===== src/rtl/rr_unit_select_pkg.sv =====
package rr_unit_select_pkg;
    localparam int unsigned RUS_UNITS_DEFAULT = 4;
    // Search stages per unit: the rest of the current round, one refill
    // without deferred units, and one full refill always reach a ready unit.
    localparam int unsigned RUS_SEARCH_ROUNDS = 3;
endpackage


===== src/rtl/rr_pick_stage.sv =====
module rr_pick_stage #(
    parameter int unsigned UNITS = 4
) (
    input  logic [UNITS-1:0] ready_i,
    input  logic [UNITS-1:0] seq_i,
    input  logic [UNITS-1:0] defer_i,
    input  logic             hit_i,
    input  logic [UNITS-1:0] grant_i,
    output logic [UNITS-1:0] seq_o,
    output logic [UNITS-1:0] defer_o,
    output logic             hit_o,
    output logic [UNITS-1:0] grant_o
);
    localparam logic [UNITS-1:0] GROUP = {UNITS{1'b1}};

    function automatic logic [UNITS-1:0] top_bit(input logic [UNITS-1:0] m);
        logic [UNITS-1:0] r;
        r = '0;
        for (int i = 0; i < UNITS; i++) begin
            if (m[i]) begin
                r    = '0;
                r[i] = 1'b1;
            end
        end
        return r;
    endfunction

    logic [UNITS-1:0] cand;
    logic [UNITS-1:0] rest;

    always_comb begin
        cand    = top_bit(seq_i);
        rest    = seq_i & ~cand;
        seq_o   = seq_i;
        defer_o = defer_i;
        hit_o   = hit_i;
        grant_o = grant_i;
        if (!hit_i) begin
            if ((cand & ready_i) != '0) begin
                hit_o   = 1'b1;
                grant_o = cand;
            end else if (rest == '0) begin
                seq_o   = GROUP ^ defer_i;
                defer_o = '0;
            end else begin
                seq_o   = rest;
            end
        end
    end
endmodule


===== src/rtl/rr_pick.sv =====
module rr_pick
    import rr_unit_select_pkg::*;
#(
    parameter int unsigned UNITS = 4
) (
    input  logic [UNITS-1:0] ready_i,
    input  logic [UNITS-1:0] seq_i,
    input  logic [UNITS-1:0] defer_i,
    output logic [UNITS-1:0] seq_o,
    output logic [UNITS-1:0] defer_o,
    output logic             hit_o,
    output logic [UNITS-1:0] grant_o
);
    localparam int unsigned STAGES = RUS_SEARCH_ROUNDS * UNITS;

    logic [UNITS-1:0] seq_c   [0:STAGES];
    logic [UNITS-1:0] defer_c [0:STAGES];
    logic [UNITS-1:0] grant_c [0:STAGES];
    logic             hit_c   [0:STAGES];

    assign seq_c[0]   = seq_i;
    assign defer_c[0] = defer_i;
    assign grant_c[0] = '0;
    assign hit_c[0]   = 1'b0;

    for (genvar k = 0; k < STAGES; k++) begin : g_stage
        rr_pick_stage #(.UNITS(UNITS)) u_stage (
            .ready_i (ready_i),
            .seq_i   (seq_c[k]),
            .defer_i (defer_c[k]),
            .hit_i   (hit_c[k]),
            .grant_i (grant_c[k]),
            .seq_o   (seq_c[k+1]),
            .defer_o (defer_c[k+1]),
            .hit_o   (hit_c[k+1]),
            .grant_o (grant_c[k+1])
        );
    end

    assign seq_o   = seq_c[STAGES];
    assign defer_o = defer_c[STAGES];
    assign hit_o   = hit_c[STAGES];
    assign grant_o = grant_c[STAGES];
endmodule


===== src/rtl/rr_retire.sv =====
module rr_retire #(
    parameter int unsigned UNITS = 4
) (
    input  logic [UNITS-1:0] busy_i,
    input  logic [UNITS-1:0] seq_i,
    input  logic [UNITS-1:0] defer_i,
    output logic [UNITS-1:0] seq_o,
    output logic [UNITS-1:0] defer_o
);
    localparam logic [UNITS-1:0] GROUP = {UNITS{1'b1}};

    function automatic logic [UNITS-1:0] top_bit(input logic [UNITS-1:0] m);
        logic [UNITS-1:0] r;
        r = '0;
        for (int i = 0; i < UNITS; i++) begin
            if (m[i]) begin
                r    = '0;
                r[i] = 1'b1;
            end
        end
        return r;
    endfunction

    logic [UNITS-1:0] seq_w;
    logic [UNITS-1:0] defer_w;
    logic [UNITS-1:0] id_w;
    logic [UNITS-1:0] cand_w;

    // Units leave one at a time, highest index first.
    always_comb begin
        seq_w   = seq_i;
        defer_w = defer_i;
        id_w    = '0;
        cand_w  = '0;
        for (int i = UNITS - 1; i >= 0; i--) begin
            if (busy_i[i]) begin
                id_w    = '0;
                id_w[i] = 1'b1;
                cand_w  = top_bit(seq_w);
                if (id_w > cand_w) begin
                    defer_w = defer_w | id_w;
                end
                seq_w = seq_w & ~id_w;
                if (seq_w == '0) begin
                    seq_w   = GROUP ^ defer_w;
                    defer_w = '0;
                end
            end
        end
        seq_o   = seq_w;
        defer_o = defer_w;
    end
endmodule


===== src/rtl/rr_unit_select.sv =====
module rr_unit_select
    import rr_unit_select_pkg::*;
#(
    parameter int unsigned UNITS = RUS_UNITS_DEFAULT
) (
    input  logic             clk,
    input  logic             rst_n,
    input  logic             pick_req,
    output logic [UNITS-1:0] grant_onehot,
    output logic             grant_hit,
    input  logic [UNITS-1:0] busy_vec,
    input  logic [UNITS-1:0] free_vec,
    output logic             any_free
);
    localparam logic [UNITS-1:0] GROUP = {UNITS{1'b1}};

    typedef struct packed {
        logic [UNITS-1:0] ready;
        logic [UNITS-1:0] seq;
        logic [UNITS-1:0] defer;
    } sel_state_t;

    sel_state_t st_d, st_q;

    logic [UNITS-1:0] pk_seq, pk_defer, pk_grant;
    logic             pk_hit;
    logic [UNITS-1:0] mid_seq, mid_defer;
    logic [UNITS-1:0] rt_seq, rt_defer;

    rr_pick #(.UNITS(UNITS)) u_pick (
        .ready_i (st_q.ready),
        .seq_i   (st_q.seq),
        .defer_i (st_q.defer),
        .seq_o   (pk_seq),
        .defer_o (pk_defer),
        .hit_o   (pk_hit),
        .grant_o (pk_grant)
    );

    rr_retire #(.UNITS(UNITS)) u_retire (
        .busy_i  (busy_vec),
        .seq_i   (mid_seq),
        .defer_i (mid_defer),
        .seq_o   (rt_seq),
        .defer_o (rt_defer)
    );

    always_comb begin
        mid_seq      = (pick_req && pk_hit) ? pk_seq   : st_q.seq;
        mid_defer    = (pick_req && pk_hit) ? pk_defer : st_q.defer;
        grant_onehot = pick_req ? pk_grant : '0;
        grant_hit    = pick_req && pk_hit;
        any_free     = st_q.ready != '0;
        st_d.ready   = (st_q.ready & ~busy_vec) | free_vec;
        st_d.seq     = rt_seq;
        st_d.defer   = rt_defer;
    end

    always_ff @(posedge clk) begin
        if (!rst_n) begin
            st_q.ready <= GROUP;
            st_q.seq   <= GROUP;
            st_q.defer <= '0;
        end else begin
            st_q <= st_d;
        end
    end

    assert_grant_onehot_R2: assert property (@(posedge clk) disable iff (!rst_n)
        $onehot0(grant_onehot) && (pick_req || grant_onehot == '0));
    assert_hit_when_free_R2: assert property (@(posedge clk) disable iff (!rst_n)
        (pick_req && st_q.ready != '0) |-> (grant_hit && grant_onehot != '0));
    assert_grant_ready_R3: assert property (@(posedge clk) disable iff (!rst_n)
        (grant_onehot & ~st_q.ready) == '0);
    assert_seq_nonempty_R4: assert property (@(posedge clk) disable iff (!rst_n)
        st_q.seq != '0);
    assert_defer_disjoint_R4: assert property (@(posedge clk) disable iff (!rst_n)
        (st_q.seq & st_q.defer) == '0);
    assert_busy_clears_R5: assert property (@(posedge clk) disable iff (!rst_n)
        (busy_vec != '0) |=> ((st_q.ready & $past(busy_vec & ~free_vec)) == '0));
    assert_free_sets_R7: assert property (@(posedge clk) disable iff (!rst_n)
        (free_vec != '0) |=> ((st_q.ready & $past(free_vec)) == $past(free_vec)));
    assert_idle_hold_R9: assert property (@(posedge clk) disable iff (!rst_n)
        (!pick_req && busy_vec == '0) |=> ($stable(st_q.seq) && $stable(st_q.defer)));
endmodule


===== config.mk =====
export PLATFORM = sky130hd
export DESIGN_NAME = rr_unit_select
export DESIGN_NICKNAME = d
export VERILOG_FILES = /design/src/rtl/rr_unit_select_pkg.sv /design/src/rtl/rr_pick_stage.sv /design/src/rtl/rr_pick.sv /design/src/rtl/rr_retire.sv /design/src/rtl/rr_unit_select.sv
export SDC_FILE = /design/constraint.sdc
export NUM_CORES = 1
export LEC_CHECK = 0
export BUFFER_PORTS_ARGS = -buffer_cell sky130_fd_sc_hd__buf_2
export CORE_UTILIZATION = 55
export CTS_BUF_LIST = sky130_fd_sc_hd__clkbuf_8
export DETAILED_ROUTE_END_ITERATION = 10
export PLACE_DENSITY = 0.85
export SETUP_SLACK_MARGIN = 0.3
export SLEW_MARGIN = 10
export SYNTH_ARGS = -nofsm -noshare
export SYNTH_HDL_FRONTEND = slang
export SYNTH_SLANG_ARGS = --single-unit

===== constraint.sdc =====
create_clock -name clk -period 8.2 [get_ports clk]
set_clock_uncertainty 0.1 [all_clocks]
set_input_delay 0.41 -clock clk [delete_from_list [all_inputs] [get_ports clk]]
set_output_delay 0.41 -clock clk [all_outputs]
set_load 0.01 [all_outputs]

==> results_dict.tcl, run 1 <==
set metrics [dict create \
    initialDrtViolationCount 1087 \
    design.portCount 17 \
    detail-route-antenna-nets 0 \
    postSynthRegisterBits 12 \
    r2r_cells 33 \
    cts.htree.levels 1 \
    r2r_start "st_q[5]$_SDFF_PN1_" \
    worstReg2RegEnd "st_q[5]$_SDFF_PN1_" \
    fp.dieArea_sq_um 6090 \
    path_max_fanout 13 \
    avgSynthCellArea_sq_um 7.48 \
    clock.fmax_ghz 0.110 \
    regArea_sq_um 254 \
    setup_slack_ps -876 \
    grt_max_degree 21 \
    critical-path-top-delay-family "compound AO/OA/AOI/OAI gates" \
    final_layout_size_suffix_gt1_frac 0.485 \
    area_growth_pct 47.9 \
    share_of_synthesized_registers_carrying_an_async_set_or_reset 0 \
    dr.pass1.iters 11 \
    total_count_of_hold_check_failures_in_the_final_report 0 \
    cpMostUsedCell "buf_6" \
    fp-row-count 27 \
    die_h_um 78.0 \
    yosysSeqAreaShare 0.0755 \
    mappedNetlistNets 436 \
    dp.final_hpwl_mm 7.66 \
    synth_top_cells_by_area "dfxtp_1 7.6%, a21oi_1 5.0%, nand2_1 4.4%" \
    max_ffs_per_register 12 \
    vias_in_the_first_global_route 4130 \
    layout.core_utilization 0.849 \
    syn_area_sq_um 3180 \
    grt_overflow_total 0 \
    holdPathEnd "st_q[10]$_SDFF_PN1_" \
    setup.reg_to_reg.worst_slack_ps -880 \
    critical_path.n_buffers_inverters 5 \
    global_route_wire_length_before_repair_mm 19.8 \
    vias 5096 \
    tritoncts "built" \
    final_max_tran_viols 0 \
    number_of_port_buffers 16 \
    finalWeightedCongestion 0.979 \
    post_dr_vias_cell 8.44 \
    cts-buffers-inserted 3 \
    synthDistinctLibCells 99 \
    post-synth-top-area-cell "dfxtp_1" \
    fill_cells 265 \
    worstMarginPinSlew_ps 798 \
    multi_input_comb_area_sq_um 3330 \
    top_register "st_q" \
    yosys_warnings 0 \
    rsz_0062_raised_after_global_routing "true" \
    fin_crit_sh 1.11 \
    grt_antenna_before_repair 1 \
    chipWidth_um 78.0 \
    hold_startpoint "free_vec[2]" \
    maxSlewHeadroom 0.453 \
    synth_enable_flop_cells 0 \
    failing_checks "design-rule violations, negative setup slack" \
    grt.total_usage 0.399 \
    whs_path_depth 2 \
    timing.critical_path.slowest_stage_cell "mux2i_1" \
    wire_per_inst_um 28.2 \
    clkSlewWorstSetupHoldPaths_ps 60 \
    netlist_instances 425 \
    number_of_buffers_inserted_for_hold_repair_after_clock_tree_synthesis 0 \
    synth_top_area_frac 0.0755 \
    commonest_register_cell_after_synthesis "dfxtp_1" \
    final.min_clock_period_ps 9080 \
    reg.largest.list "st_q: 12 flops" \
    setup.worst_path.class "reg2reg" \
    post-route-drc-count 15 \
    final_stage_net_count 544 \
    initial_utilization 0.574 \
    cp.arrival_ps 9110 \
    status "finished, violations left" \
    clkSinkCount 12 \
    report.final.setup_viol 8 \
    insertion_delay_ps 250 \
    ctsRootBufferMaster "clkbuf_8" \
    coreArea_sq_um 5540 \
    critPathRequiredTime_ps 8230 \
    clock_tree.buffer_depth 2 \
    routed_wl_mm 17.0 \
    slowest_delay_ps 720 \
    worstHoldPathType "in2reg" \
    crit_path_start_kind "flip-flop" \
    worst_setup_path_end_kind "flip-flop" \
    num_antenna_cells 0 \
    max_cap_viol_count 0 \
]
## how the worst max path moves through the flow
stage / slack (ps) / depth (start not counted) / to / startpoint
after floorplan: 520 / 32 / st_q[5]$_SDFF_PN1_ / st_q[4]$_SDFF_PN1_
after global placement: 10 / 28 / st_q[5]$_SDFF_PN1_ / st_q[6]$_SDFF_PN1_
after detailed placement: -180 / 28 / st_q[5]$_SDFF_PN1_ / st_q[6]$_SDFF_PN1_
after CTS: 300 / 30 / st_q[5]$_SDFF_PN1_ / st_q[10]$_SDFF_PN1_
after global routing: -1290 / 34 / st_q[5]$_SDFF_PN1_ / st_q[5]$_SDFF_PN1_
final: -880 / 33 / st_q[5]$_SDFF_PN1_ / st_q[5]$_SDFF_PN1_
## final cells by class
cell class | count | area share
multi-input cells | 380 | 0.708
clock buffers | 4 | 0.0117
repair buffers | 125 | 0.198
inverters | 11 | 0.00878
flip-flops and latches | 12 | 0.0540
well taps | 72 | 0.0191
## cells by family after synthesis
kind of cell             after synthesis  share of synthesized area
AO/OA/AOI/OAI                        238                      0.640
AND/OR/NAND/NOR                      136                      0.212
buffers and inverters                 33                     0.0523
flip-flops                            12                     0.0755
multiplexers                           5                     0.0161
adder cells (fa/ha/maj)                1                    0.00354
## metal layers
| metal | share of wire | GRT usage | vias to the layer above |
|---|---|---|---|
| met3 | 0.15 | 0.0500 | 283 |
| met2 | 0.41 | 0.666 | 662 |
| met4 | 0.12 | 0.237 | 0 |
| li1 | - | - | 1946 |
| met5 | 0 | 0 | - |
| met1 | 0.33 | 0.489 | 2205 |
## what timing repair did
| action | CTS | global route |
|---|---|---|
| setup buffers | 35 | 40 |
| endpoints found under the hold margin | 0 | 0 |
| endpoints found under the setup margin | 8 | 8 |
| pin swaps | 35 | 56 |
| gates resized for setup | 60 | 62 |
## cells in the mapped netlist (11+ instances only)
master	count
a21oi_1	32
nand3_1	11
o21ai_1	11
a31oi_1	11
nor3_1	13
nand2_1	37
o21ai_0	22
nor2_1	30
o31ai_1	13
inv_1	11
dfxtp_1	12
a211oi_1	14
## metrics by stage
stage | hold slack [ps] | worst slack, ps | std cells | cell area, sq um | setup TNS (ps)
6_report | 256 | -876 | 604 | 4700 | -5920
5_1_grt | 269 | -1290 | 604 | 4700 | -8520
4_1_cts | 256 | 302 | 564 | 4100 | 0
3_5_place_dp | 474 | -184 | 525 | 3480 | -353
3_3_place_gp | 473 | 13.5 | 525 | 3480 | 0
2_1_floorplan | 399 | 524 | 425 | 3180 | 0
## placed cells by master (no fill, tap or decap), drive strengths merged, types with 7 or more instances in the layout
cell    count
a211o       9
a211oi     18
a21boi      8
a21o        9
a21oi      38
a31oi      14
and2       11
buf       124
dfxtp      12
inv        11
nand2      38
nand3      11
nor2       31
nor3       13
o211ai     11
o21ai      37
o31a        7
o31ai      19
## worst reg2reg max path: cells and delay by family (launching register included)
kind            cells  cell delay [ps]
compound gates     19             5480
buf+inv             5              810
flops               1              400
mux                 2              900
simple gates        7             1250
Power of run 1 is not shown: default switching activity piles up to over one toggle a cycle in this logic, so the estimate is an artifact.
==> run 2: changes to the inputs <==
--- a/config.mk
+++ b/config.mk
@@ -6,6 +6,7 @@
 export NUM_CORES = 1
 export LEC_CHECK = 0
 export BUFFER_PORTS_ARGS = -buffer_cell sky130_fd_sc_hd__buf_2
+export CORE_ASPECT_RATIO = 0.75
 export CORE_UTILIZATION = 55
 export CTS_BUF_LIST = sky130_fd_sc_hd__clkbuf_8
 export DETAILED_ROUTE_END_ITERATION = 10
==> run 2 against run 1 <==
Against the previous run: the run still ends with design-rule violations, negative setup slack left; critical path type unchanged; routed wire length fell by 1.5%; worst hold slack got worse by 2.0 ps; maximum frequency rose by 7.0%; highest routed layer unchanged; non-clock buffer count fell by 9; critical path depth rose by 2; setup slack improved by 590 ps.
==> results_dict.tcl, run 2 (synthesis results as in run 1) <==
set metrics [dict create \
    detail-route-antenna-nets 0 \
    timing.critical_path.slowest_stage_cell "dfxtp_4" \
    tritoncts "built" \
    coreArea_sq_um 5470 \
    insertion_delay_ps 240 \
    status "finished, violations left" \
    path_max_fanout 13 \
    critPathRequiredTime_ps 8230 \
    post_dr_vias_cell 8.45 \
    final_cell_count_no_fill 602 \
    fp.dieArea_sq_um 6090 \
    area_growth_pct 50.0 \
    total_count_of_hold_check_failures_in_the_final_report 0 \
    pre_cts_slack_ps -210 \
    top_library_cells_by_usage_in_the_layout_fill_and_taps_aside "87 x buf_4, 34 x nand2_1, 25 x nor2_1, 22 x a21oi_1, 16 x buf_2" \
    chipWidth_um 89.8 \
    mostFrequentLayoutCell "buf_4" \
    grt.total_usage 0.359 \
    post-route-drc-count 15 \
    final.min_clock_period_ps 8480 \
    setup_slack_ps -282 \
    fp-row-count 23 \
    setup.worst_path.class "reg2reg" \
    vias 5089 \
    crit_path_start_kind "flip-flop" \
    final_stage_net_count 539 \
    critical-path-top-delay-family "compound AO/OA/AOI/OAI gates" \
    grt_max_degree 21 \
    max_cap_viol_count 0 \
    initial_utilization 0.582 \
    maxSlewHeadroom 0.542 \
    final_layout_size_suffix_gt1_frac 0.497 \
    report.final.setup_viol 8 \
    dp.cells 528 \
    fin_crit_sh 1.03 \
    slowest_delay_ps 460 \
    vias_in_the_first_global_route 3704 \
    rsz_0062_raised_after_global_routing "true" \
    global_route_wire_length_before_repair_mm 17.9 \
    cp.arrival_ps 8510 \
    clkSlewWorstSetupHoldPaths_ps 60 \
    top_register "st_q" \
    worstHoldPathType "in2reg" \
    ctsRootBufferMaster "clkbuf_8" \
    number_of_buffers_inserted_for_hold_repair_after_clock_tree_synthesis 0 \
    failing_checks "design-rule violations, negative setup slack" \
    cts.htree.levels 1 \
    die_h_um 67.9 \
    max_ffs_per_register 12 \
    design.portCount 17 \
    whs_path_depth 2 \
    routed_wl_mm 16.8 \
    clock_tree.buffer_depth 2 \
    dr.pass1.iters 11 \
    dp.final_hpwl_mm 7.92 \
    critical_path.n_buffers_inverters 7 \
    grt_overflow_total 0 \
    cpMostUsedCell "buf_4" \
    finalWeightedCongestion 0.970 \
    critical_path_cell_count 35 \
    fill_cells 248 \
    final_max_tran_viols 0 \
    grt_antenna_before_repair 0 \
    initialDrtViolationCount 1003 \
    reg.largest.list "st_q: 12 flops" \
    num_antenna_cells 0 \
    clock.fmax_ghz 0.118 \
    cts-buffers-inserted 3 \
    wire_per_inst_um 27.9 \
    worst_setup_path_end_kind "flip-flop" \
    worstMarginPinSlew_ps 683 \
    r2r_cells 35 \
    number_of_port_buffers 16 \
    clkSinkCount 12 \
]
-- run 2: path summary, 6_finish.rpt --
kind	start	endpoint	slack (ps)
worst max register to register	st_q[5]$_SDFF_PN1_	st_q[5]$_SDFF_PN1_	-280
worst max-delay path	st_q[5]$_SDFF_PN1_	st_q[5]$_SDFF_PN1_	-280
worst min-delay path	free_vec[1]	st_q[9]$_SDFF_PN1_	250
worst min register to register	st_q[10]$_SDFF_PN1_	st_q[10]$_SDFF_PN1_	590
-- run 2: layout make-up --
cell class / count / area [sq um] / area share
clock buffers: 4 / 55.1 / 0.0115
inverters: 11 / 41.3 / 0.00865
multi-input cells: 384 / 3440 / 0.722
flip-flops and latches: 12 / 255 / 0.0535
well taps: 75 / 93.8 / 0.0197
repair buffers: 116 / 882 / 0.185
-- run 2: what timing repair did --
action,4_1_cts,5_1_grt
cloned,0,4
pin swaps,13,62
resized for setup,48,92
setup buffers,11,55
endpoints found under the setup margin,8,8
-- run 2: stage by stage --
step	util	hold slack, ps	area [sq um]	TNS, ps
after floorplan	-	399	3180	0
after global placement	0.637	481	3480	0
after detailed placement	0.637	476	3480	-602
after CTS	0.714	258	3900	0
after global routing	0.873	265	4770	-3180
final	0.873	254	4770	-1420
-- run 2: metal layers --
| metal | global-route usage | routed length [um] | up-vias |
|---|---|---|---|
| li1 | - | - | 1948 |
| met1 | 0.465 | 5550 | 2222 |
| met2 | 0.619 | 6750 | 668 |
| met3 | 0.0644 | 2580 | 251 |
| met4 | 0.109 | 1910 | 0 |
| met5 | 0 | 0 | - |
Power of run 2 is left out for the same reason.
